==> src/rtl/hzfwd_pkg.sv <==
package hzfwd_pkg;

   // operand mux steering code
   typedef enum logic [1:0] {
      SEL_REGFILE = 2'b00,
      SEL_EXMEM   = 2'b01,
      SEL_MEMWB   = 2'b10
   } fwd_src_e;

endpackage

==> src/rtl/hzfwd_stage_regs.sv <==
module hzfwd_stage_regs #(
   parameter int AW   = 4,
   parameter int NSRC = 3
) (
   input  logic              clk,
   input  logic              rst_n,
   input  logic              ins_bubble,
   input  logic              id_vld,
   input  logic [NSRC*AW-1:0] id_src,
   input  logic [NSRC-1:0]   id_used,
   input  logic [AW-1:0]     id_dst,
   input  logic              id_wen,
   input  logic              id_load,
   output logic              ex_vld,
   output logic              ex_wen,
   output logic              ex_ld,
   output logic [AW-1:0]     ex_dst,
   output logic [NSRC*AW-1:0] ex_src,
   output logic [NSRC-1:0]   ex_used,
   output logic              mem_vld,
   output logic              mem_wen,
   output logic [AW-1:0]     mem_dst,
   output logic              wb_vld,
   output logic              wb_wen,
   output logic [AW-1:0]     wb_dst
);

   always_ff @(posedge clk or negedge rst_n) begin
      if (!rst_n) begin
         ex_vld  <= 1'b0;
         ex_wen  <= 1'b0;
         ex_ld   <= 1'b0;
         ex_dst  <= '0;
         ex_src  <= '0;
         ex_used <= '0;
         mem_vld <= 1'b0;
         mem_wen <= 1'b0;
         mem_dst <= '0;
         wb_vld  <= 1'b0;
         wb_wen  <= 1'b0;
         wb_dst  <= '0;
      end else begin
         // older slots simply shift
         wb_vld  <= mem_vld;
         wb_wen  <= mem_wen;
         wb_dst  <= mem_dst;
         mem_vld <= ex_vld;
         mem_wen <= ex_wen;
         mem_dst <= ex_dst;
         ex_dst  <= id_dst;
         ex_src  <= id_src;
         if (ins_bubble) begin
            ex_vld  <= 1'b0;
            ex_wen  <= 1'b0;
            ex_ld   <= 1'b0;
            ex_used <= '0;
         end else begin
            ex_vld  <= id_vld;
            ex_wen  <= id_wen;
            ex_ld   <= id_load;
            ex_used <= id_used;
         end
      end
   end

endmodule

==> src/rtl/hzfwd_writer_qual.sv <==
module hzfwd_writer_qual #(
   parameter int AW       = 4,
   parameter int PC_REG   = 15,
   parameter bit BLOCK_PC = 1'b1
) (
   input  logic          vld,
   input  logic          wen,
   input  logic [AW-1:0] dst,
   output logic          writes
);

   localparam logic [AW-1:0] PC_IDX = AW'(PC_REG);

   generate
      if (BLOCK_PC) begin : g_block_pc
         assign writes = vld & wen & (dst != PC_IDX);
      end else begin : g_any_dst
         assign writes = vld & wen;
      end
   endgenerate

endmodule

==> src/rtl/hzfwd_opsel.sv <==
module hzfwd_opsel
   import hzfwd_pkg::*;
#(
   parameter int AW = 4
) (
   input  logic          used,
   input  logic [AW-1:0] src,
   input  logic          exm_writes,
   input  logic [AW-1:0] exm_dst,
   input  logic          mwb_writes,
   input  logic [AW-1:0] mwb_dst,
   output fwd_src_e      sel
);

   logic hit_exm;
   logic hit_mwb;

   assign hit_exm = used & exm_writes & (exm_dst == src);
   assign hit_mwb = used & mwb_writes & (mwb_dst == src);

   // younger producer checked first
   always_comb begin
      if (hit_exm)      sel = SEL_EXMEM;
      else if (hit_mwb) sel = SEL_MEMWB;
      else              sel = SEL_REGFILE;
   end

endmodule

==> src/rtl/hzfwd_loaduse.sv <==
module hzfwd_loaduse #(
   parameter int AW   = 4,
   parameter int NSRC = 3
) (
   input  logic               id_vld,
   input  logic [NSRC*AW-1:0] id_src,
   input  logic [NSRC-1:0]    id_used,
   input  logic               ex_writes,
   input  logic               ex_ld,
   input  logic [AW-1:0]      ex_dst,
   output logic               hazard
);

   logic [NSRC-1:0] op_hit;

   genvar gi;
   generate
      for (gi = 0; gi < NSRC; gi++) begin : g_cmp
         assign op_hit[gi] = id_used[gi] & (id_src[gi*AW +: AW] == ex_dst);
      end
   endgenerate

   assign hazard = id_vld & ex_writes & ex_ld & (|op_hit);

endmodule

==> src/rtl/hzfwd_unit.sv <==
module hzfwd_unit
   import hzfwd_pkg::*;
#(
   parameter int AW       = 4,
   parameter int NSRC     = 3,
   parameter int PC_REG   = 15,
   parameter bit BLOCK_PC = 1'b1
) (
   input  logic               clk,
   input  logic               rst_n,
   input  logic               id_vld,
   input  logic [NSRC*AW-1:0] id_src,
   input  logic [NSRC-1:0]    id_used,
   input  logic [AW-1:0]      id_dst,
   input  logic               id_wen,
   input  logic               id_load,
   output logic [2*NSRC-1:0]  fwd_sel,
   output logic               stall_fd,
   output logic               bubble_ex
);

   localparam int SELW = 2;

   generate
      if (AW < 2 || AW > 8) begin : g_bad_aw
         $error("hzfwd_unit: AW must lie in 2..8");
      end
      if (NSRC < 1 || NSRC > 4) begin : g_bad_nsrc
         $error("hzfwd_unit: NSRC must lie in 1..4");
      end
      if (PC_REG < 0 || PC_REG >= (1 << AW)) begin : g_bad_pc
         $error("hzfwd_unit: PC_REG outside register space");
      end
   endgenerate

   logic               ex_vld, ex_wen, ex_ld;
   logic [AW-1:0]      ex_dst;
   logic [NSRC*AW-1:0] ex_src;
   logic [NSRC-1:0]    ex_used;
   logic               mem_vld, mem_wen;
   logic [AW-1:0]      mem_dst;
   logic               wb_vld, wb_wen;
   logic [AW-1:0]      wb_dst;
   logic               ex_writes, mem_writes, wb_writes;
   logic               lu_hazard;

   hzfwd_stage_regs #(.AW(AW), .NSRC(NSRC)) u_regs (
      .clk       (clk),
      .rst_n     (rst_n),
      .ins_bubble(lu_hazard),
      .id_vld    (id_vld),
      .id_src    (id_src),
      .id_used   (id_used),
      .id_dst    (id_dst),
      .id_wen    (id_wen),
      .id_load   (id_load),
      .ex_vld    (ex_vld),
      .ex_wen    (ex_wen),
      .ex_ld     (ex_ld),
      .ex_dst    (ex_dst),
      .ex_src    (ex_src),
      .ex_used   (ex_used),
      .mem_vld   (mem_vld),
      .mem_wen   (mem_wen),
      .mem_dst   (mem_dst),
      .wb_vld    (wb_vld),
      .wb_wen    (wb_wen),
      .wb_dst    (wb_dst)
   );

   hzfwd_writer_qual #(.AW(AW), .PC_REG(PC_REG), .BLOCK_PC(BLOCK_PC)) u_q_ex (
      .vld(ex_vld), .wen(ex_wen), .dst(ex_dst), .writes(ex_writes)
   );
   hzfwd_writer_qual #(.AW(AW), .PC_REG(PC_REG), .BLOCK_PC(BLOCK_PC)) u_q_mem (
      .vld(mem_vld), .wen(mem_wen), .dst(mem_dst), .writes(mem_writes)
   );
   hzfwd_writer_qual #(.AW(AW), .PC_REG(PC_REG), .BLOCK_PC(BLOCK_PC)) u_q_wb (
      .vld(wb_vld), .wen(wb_wen), .dst(wb_dst), .writes(wb_writes)
   );

   hzfwd_loaduse #(.AW(AW), .NSRC(NSRC)) u_lu (
      .id_vld   (id_vld),
      .id_src   (id_src),
      .id_used  (id_used),
      .ex_writes(ex_writes),
      .ex_ld    (ex_ld),
      .ex_dst   (ex_dst),
      .hazard   (lu_hazard)
   );

   genvar gi;
   generate
      for (gi = 0; gi < NSRC; gi++) begin : g_op
         fwd_src_e op_sel;
         hzfwd_opsel #(.AW(AW)) u_sel (
            .used      (ex_used[gi] & ex_vld),
            .src       (ex_src[gi*AW +: AW]),
            .exm_writes(mem_writes),
            .exm_dst   (mem_dst),
            .mwb_writes(wb_writes),
            .mwb_dst   (wb_dst),
            .sel       (op_sel)
         );
         assign fwd_sel[gi*SELW +: SELW] = op_sel;
      end
   endgenerate

   assign stall_fd  = lu_hazard;
   assign bubble_ex = lu_hazard;

endmodule

==> config.mk <==
export PLATFORM = sky130hd
export DESIGN_NAME = hzfwd_unit
export DESIGN_NICKNAME = d
export VERILOG_FILES = /design/src/rtl/hzfwd_pkg.sv /design/src/rtl/hzfwd_stage_regs.sv /design/src/rtl/hzfwd_writer_qual.sv /design/src/rtl/hzfwd_opsel.sv /design/src/rtl/hzfwd_loaduse.sv /design/src/rtl/hzfwd_unit.sv
export SDC_FILE = /design/constraint.sdc
export NUM_CORES = 1
export LEC_CHECK = 0
export BUFFER_PORTS_ARGS = -buffer_cell sky130_fd_sc_hd__buf_2
export CORE_ASPECT_RATIO = 2
export CORE_UTILIZATION = 47
export DETAILED_ROUTE_END_ITERATION = 8
export PLACE_DENSITY = 0.8
export SLEW_MARGIN = 20
export SYNTH_ARGS = -nofsm -noshare
export SYNTH_HDL_FRONTEND = slang
export SYNTH_SLANG_ARGS = --single-unit
export TNS_END_PERCENT = 50
==> constraint.sdc <==
create_clock -name clk -period 1.6 [get_ports clk]
set_input_delay 0.32 -clock clk [delete_from_list [all_inputs] [get_ports clk]]
set_output_delay 0.32 -clock clk [all_outputs]
set_load 0.01 [all_outputs]
==> flow_summary_export.csv <==
group,metric,value,unit
clock_tree,cts.clk_slew.worst_paths,60,ps
clock_tree,clk_latency,280,ps
pwr,p_switching,0.488,mW
worst_setup_path,setup.worst_path.class,"reg -> out",
synth,synthArstFlopShare,100,%
layout,instances_no_fill,207,
worst_setup_path,cp_max_fo,5,
floorplanning,die_y,81.3,µm
pwr,seq_power_share,50.5,%
synth,synth_top_family_by_area,"XOR/XNOR gates",
pwr,pwr-share-clk,33.7,%
synth,yosys.area_share.adder,0,%
placed_design,io_buffers,31,
placed_design,dp_cells,195,
worst_setup_path,critPathBufInv,1,
synth,ys.flop_type,"dfrtp_1",
floorplanning,ioPinCount,32,
global_route,grt_overflow_total,0,
pwr,intPower,1.41,mW
pwr,p_comb_share,15.9,%
flow_run,maxCapViolations,0,
worst_setup_path,slowest_stage,"dfrtp_2",
layout,fillers,187,
floorplanning,die_area,3390,µm²
synth,synth_xor_area_share,17.8,%
synth,yosysSeqAreaShare,57.6,%
layout,final_net_count,200,
layout,area_growth,47.4,%
synth,synth_top_cell_by_area,"dfrtp_1",
synth,synth-compound-area-share,4.40,%
outcome,violations,"negative setup slack",
sta,max_freq,508,MHz
drt,routedWlPerCell,18.6,µm
synth,synth_cell_types,23,
worst_setup_path,required,1280,ps
global_route,antenna_found_initial,0,
global_route,grt_max_degree,35,
worst_setup_path,ff2ff_path_depth,6,
worst_setup_path,path_cells,"xnor2_1 -> nand4_1 -> nor2_2 -> a211o_1 -> buf_2",
floorplanning,rows,28,
sta,hold_violations,0,
outcome,status,"finished, violations left",
synth,syn_area_per_cell,12.7,µm²
sta,setup_slack,-368,ps
worst_setup_path,crit_family,"flip-flops",
synth,synth-simple-area-share,16.7,%
global_route,grt_pass1_wl,5.84,mm
floorplanning,coreArea,2980,µm²
drt,drt-total-wl,3.84,mm
clock_tree,h-tree-depth,2,
sta,period_needed,1970,ps
drt,drcViolationCount,0,
pwr,power_density,871,nW/µm²
layout,n_antenna_cell,0,
synth,synth_common_cells,"dfrtp_1 (34), xnor2_1 (22), xor2_1 (8), nor4_1 (7), nand4_1 (6)",
worst_setup_path,arrival,1650,ps
synth,ys_warn_count,0,
clock_tree,cts_tree,"done",
floorplanning,start_util,49.6,%
clock_tree,cts-buffers-inserted,5,
synth,synth_mux_area_share,0,%
worst_setup_path,r2r_slack,20,ps
worst_hold_path,hp-class,"in -> async",
synth,yosysMostFrequentCell,"dfrtp_1",
synth,synth.area.top_cells,"dfrtp_1 (58%), xnor2_1 (13%), xor2_1 (4.7%), nor4_1 (3.0%), nor4b_1 (3.0%)",
worst_setup_path,worstReg2RegEnd,"u_regs.ex_used[0]",
worst_setup_path,endpoint_kind,"output port",
sta,tightest_slew,407,ps
drt,final_antenna_net_count,0,
clock_tree,clk_root_buffer_cell,"clkbuf_8",
pwr,ir_worst_vdd,889,µV
synth,syn_area,1480,µm²
synth,synth-edff-count,0,
pwr,sw_frac_of_total,25.7,%
drt,viasPerCell,5.60,
drt,vias,1159,
drt,firstDrtPassIters,4,
sta,period_share,123,%
sta,rsz0062_at_grt,"true",
global_route,grt_pass1_vias,1255,
synth,ys_ff_latch,34,
floorplanning,die_w,41.7,µm
clock_tree,holdBufCountCts,0,
sta,setup-violations-final,8,
synth,synth_nets,140,
sta,tns,-2510,ps
sta,maxSlewHeadroom,72.9,%
sta,skew,1.74,ps
pwr,p_leak,0.975,nW
placed_design,place_congestion,0.928,
worst_setup_path,startpoint_type,"register",
synth,syn_inst,116,
clock_tree,clock_sinks,34,
layout,layout-drive-gt1-share,54.2,%
drt,drtIter0Drc,23,
worst_setup_path,timing.rr.start,"u_regs.ex_dst[1]",
sta,drv_slew,0,
placed_design,dp_hpwl,2.72,mm
clock_tree,max-clock-path-buffers,2,
global_route,track_usage,24.1,%
worst_setup_path,cpPeakStageDelay,450,ps
synth,synth_top_area_share,57.6,%
-- layer usage --
| layer | track usage, % | part of all wire (%) | wire, µm | vias up |
|---|---|---|---|---|
| met4 | 18.4 | 5.7 | 220 | 0 |
| met2 | 45.3 | 59 | 2260 | 50 |
| li1 | - | - | - | 527 |
| met3 | 4.22 | 3.7 | 144 | 15 |
| met1 | 22.0 | 32 | 1220 | 567 |
| met5 | 0 | 0 | 0 | - |
-- cell type report --
| type | count | area, µm² | area share, % |
|---|---|---|---|
| Timing Repair Buffer | 57 | 373 | 17.1 |
| Sequential cell | 34 | 858 | 39.4 |
| Multi-Input combinational cell | 72 | 796 | 36.5 |
| Tap cell | 30 | 37.5 | 1.72 |
| Clock buffer | 7 | 86.3 | 3.96 |
| Clock inverter | 1 | 5.00 | 0.230 |
| Inverter | 6 | 22.5 | 1.03 |
-- logic make-up after synthesis --
| logic type | count (synthesis) |
|---|---|
| buffers and inverters | 10 |
| AO/OA/AOI/OAI | 7 |
| flip-flops | 34 |
| AND/OR/NAND/NOR | 35 |
| XOR/XNOR | 30 |
-- cells in the final DEF (no fill, tap or decap), drive strengths merged, types with 2 or more instances in the layout --
cell,synthesis,layout
buf,4,57
nor4b,6,6
nand4,6,6
nand3,4,4
clkbuf,0,7
nand2,4,4
xnor2,22,22
xor2,8,8
nand2b,4,4
inv,6,6
o2111ai,2,2
dfrtp,34,34
nor4,8,8
-- worst max path at each step --
| stage | slack (ps) | start | end | cells after the start |
|---|---|---|---|---|
| final | -370 | u_regs.ex_dst[1] | stall_fd | 5 |
| after floorplan | -180 | u_regs.ex_dst[2] | stall_fd | 4 |
| after global placement | -100 | u_regs.mem_dst[2] | fwd_sel[5] | 5 |
| after detailed placement | -140 | u_regs.mem_dst[2] | fwd_sel[5] | 5 |
| after CTS | -360 | u_regs.ex_dst[1] | stall_fd | 4 |
| after global routing | -440 | u_regs.ex_vld | stall_fd | 5 |
-- per-stage QoR --
stage                     power [mW]  instance area, µm²  hold slack (ps)  util, %  worst slack [ps]
after global routing            1.97                2180             98.7     73.2              -444
after detailed placement        1.18                1810              366     60.6              -142
after floorplan                 1.06                1480             24.4        -              -181
final                           1.90                2180             54.3     73.2              -368
after CTS                       1.85                2010             63.2     67.5              -361
after global placement          1.17                1810              360     60.6              -103
-- registers in the layout, indices dropped and copies added (netlist names) --
register and cells:
u_regs.ex_vld 1, u_regs.ex_src 12, u_regs.ex_used 3, u_regs.wb_vld 1
u_regs.ex_wen 1, u_regs.wb_dst 4, u_regs.mem_dst 4, u_regs.mem_wen 1
u_regs.mem_vld 1, u_regs.ex_ld 1, u_regs.ex_dst 4, u_regs.wb_wen 1
-- repair_timing --
| item | 4_1_cts | 5_1_grt |
|---|---|---|
| buffers inserted | 2 | 2 |
| pin swaps | 10 | 14 |
| endpoints found under the setup margin | 9 | 13 |
| gates resized for setup | 19 | 23 |
| cloned | 0 | 0 |
-- power by group through the flow --
stage / Clock, mW / Sequential (mW) / Combinational [mW]
floorplan: 0 / 0.958 / 0.102
global placement: 0 / 0.955 / 0.215
detailed placement: 0 / 0.960 / 0.223
CTS: 0.651 / 0.949 / 0.247
global route: 0.685 / 0.962 / 0.321
finish: 0.639 / 0.957 / 0.301
Power figures use the tool's default switching activity.
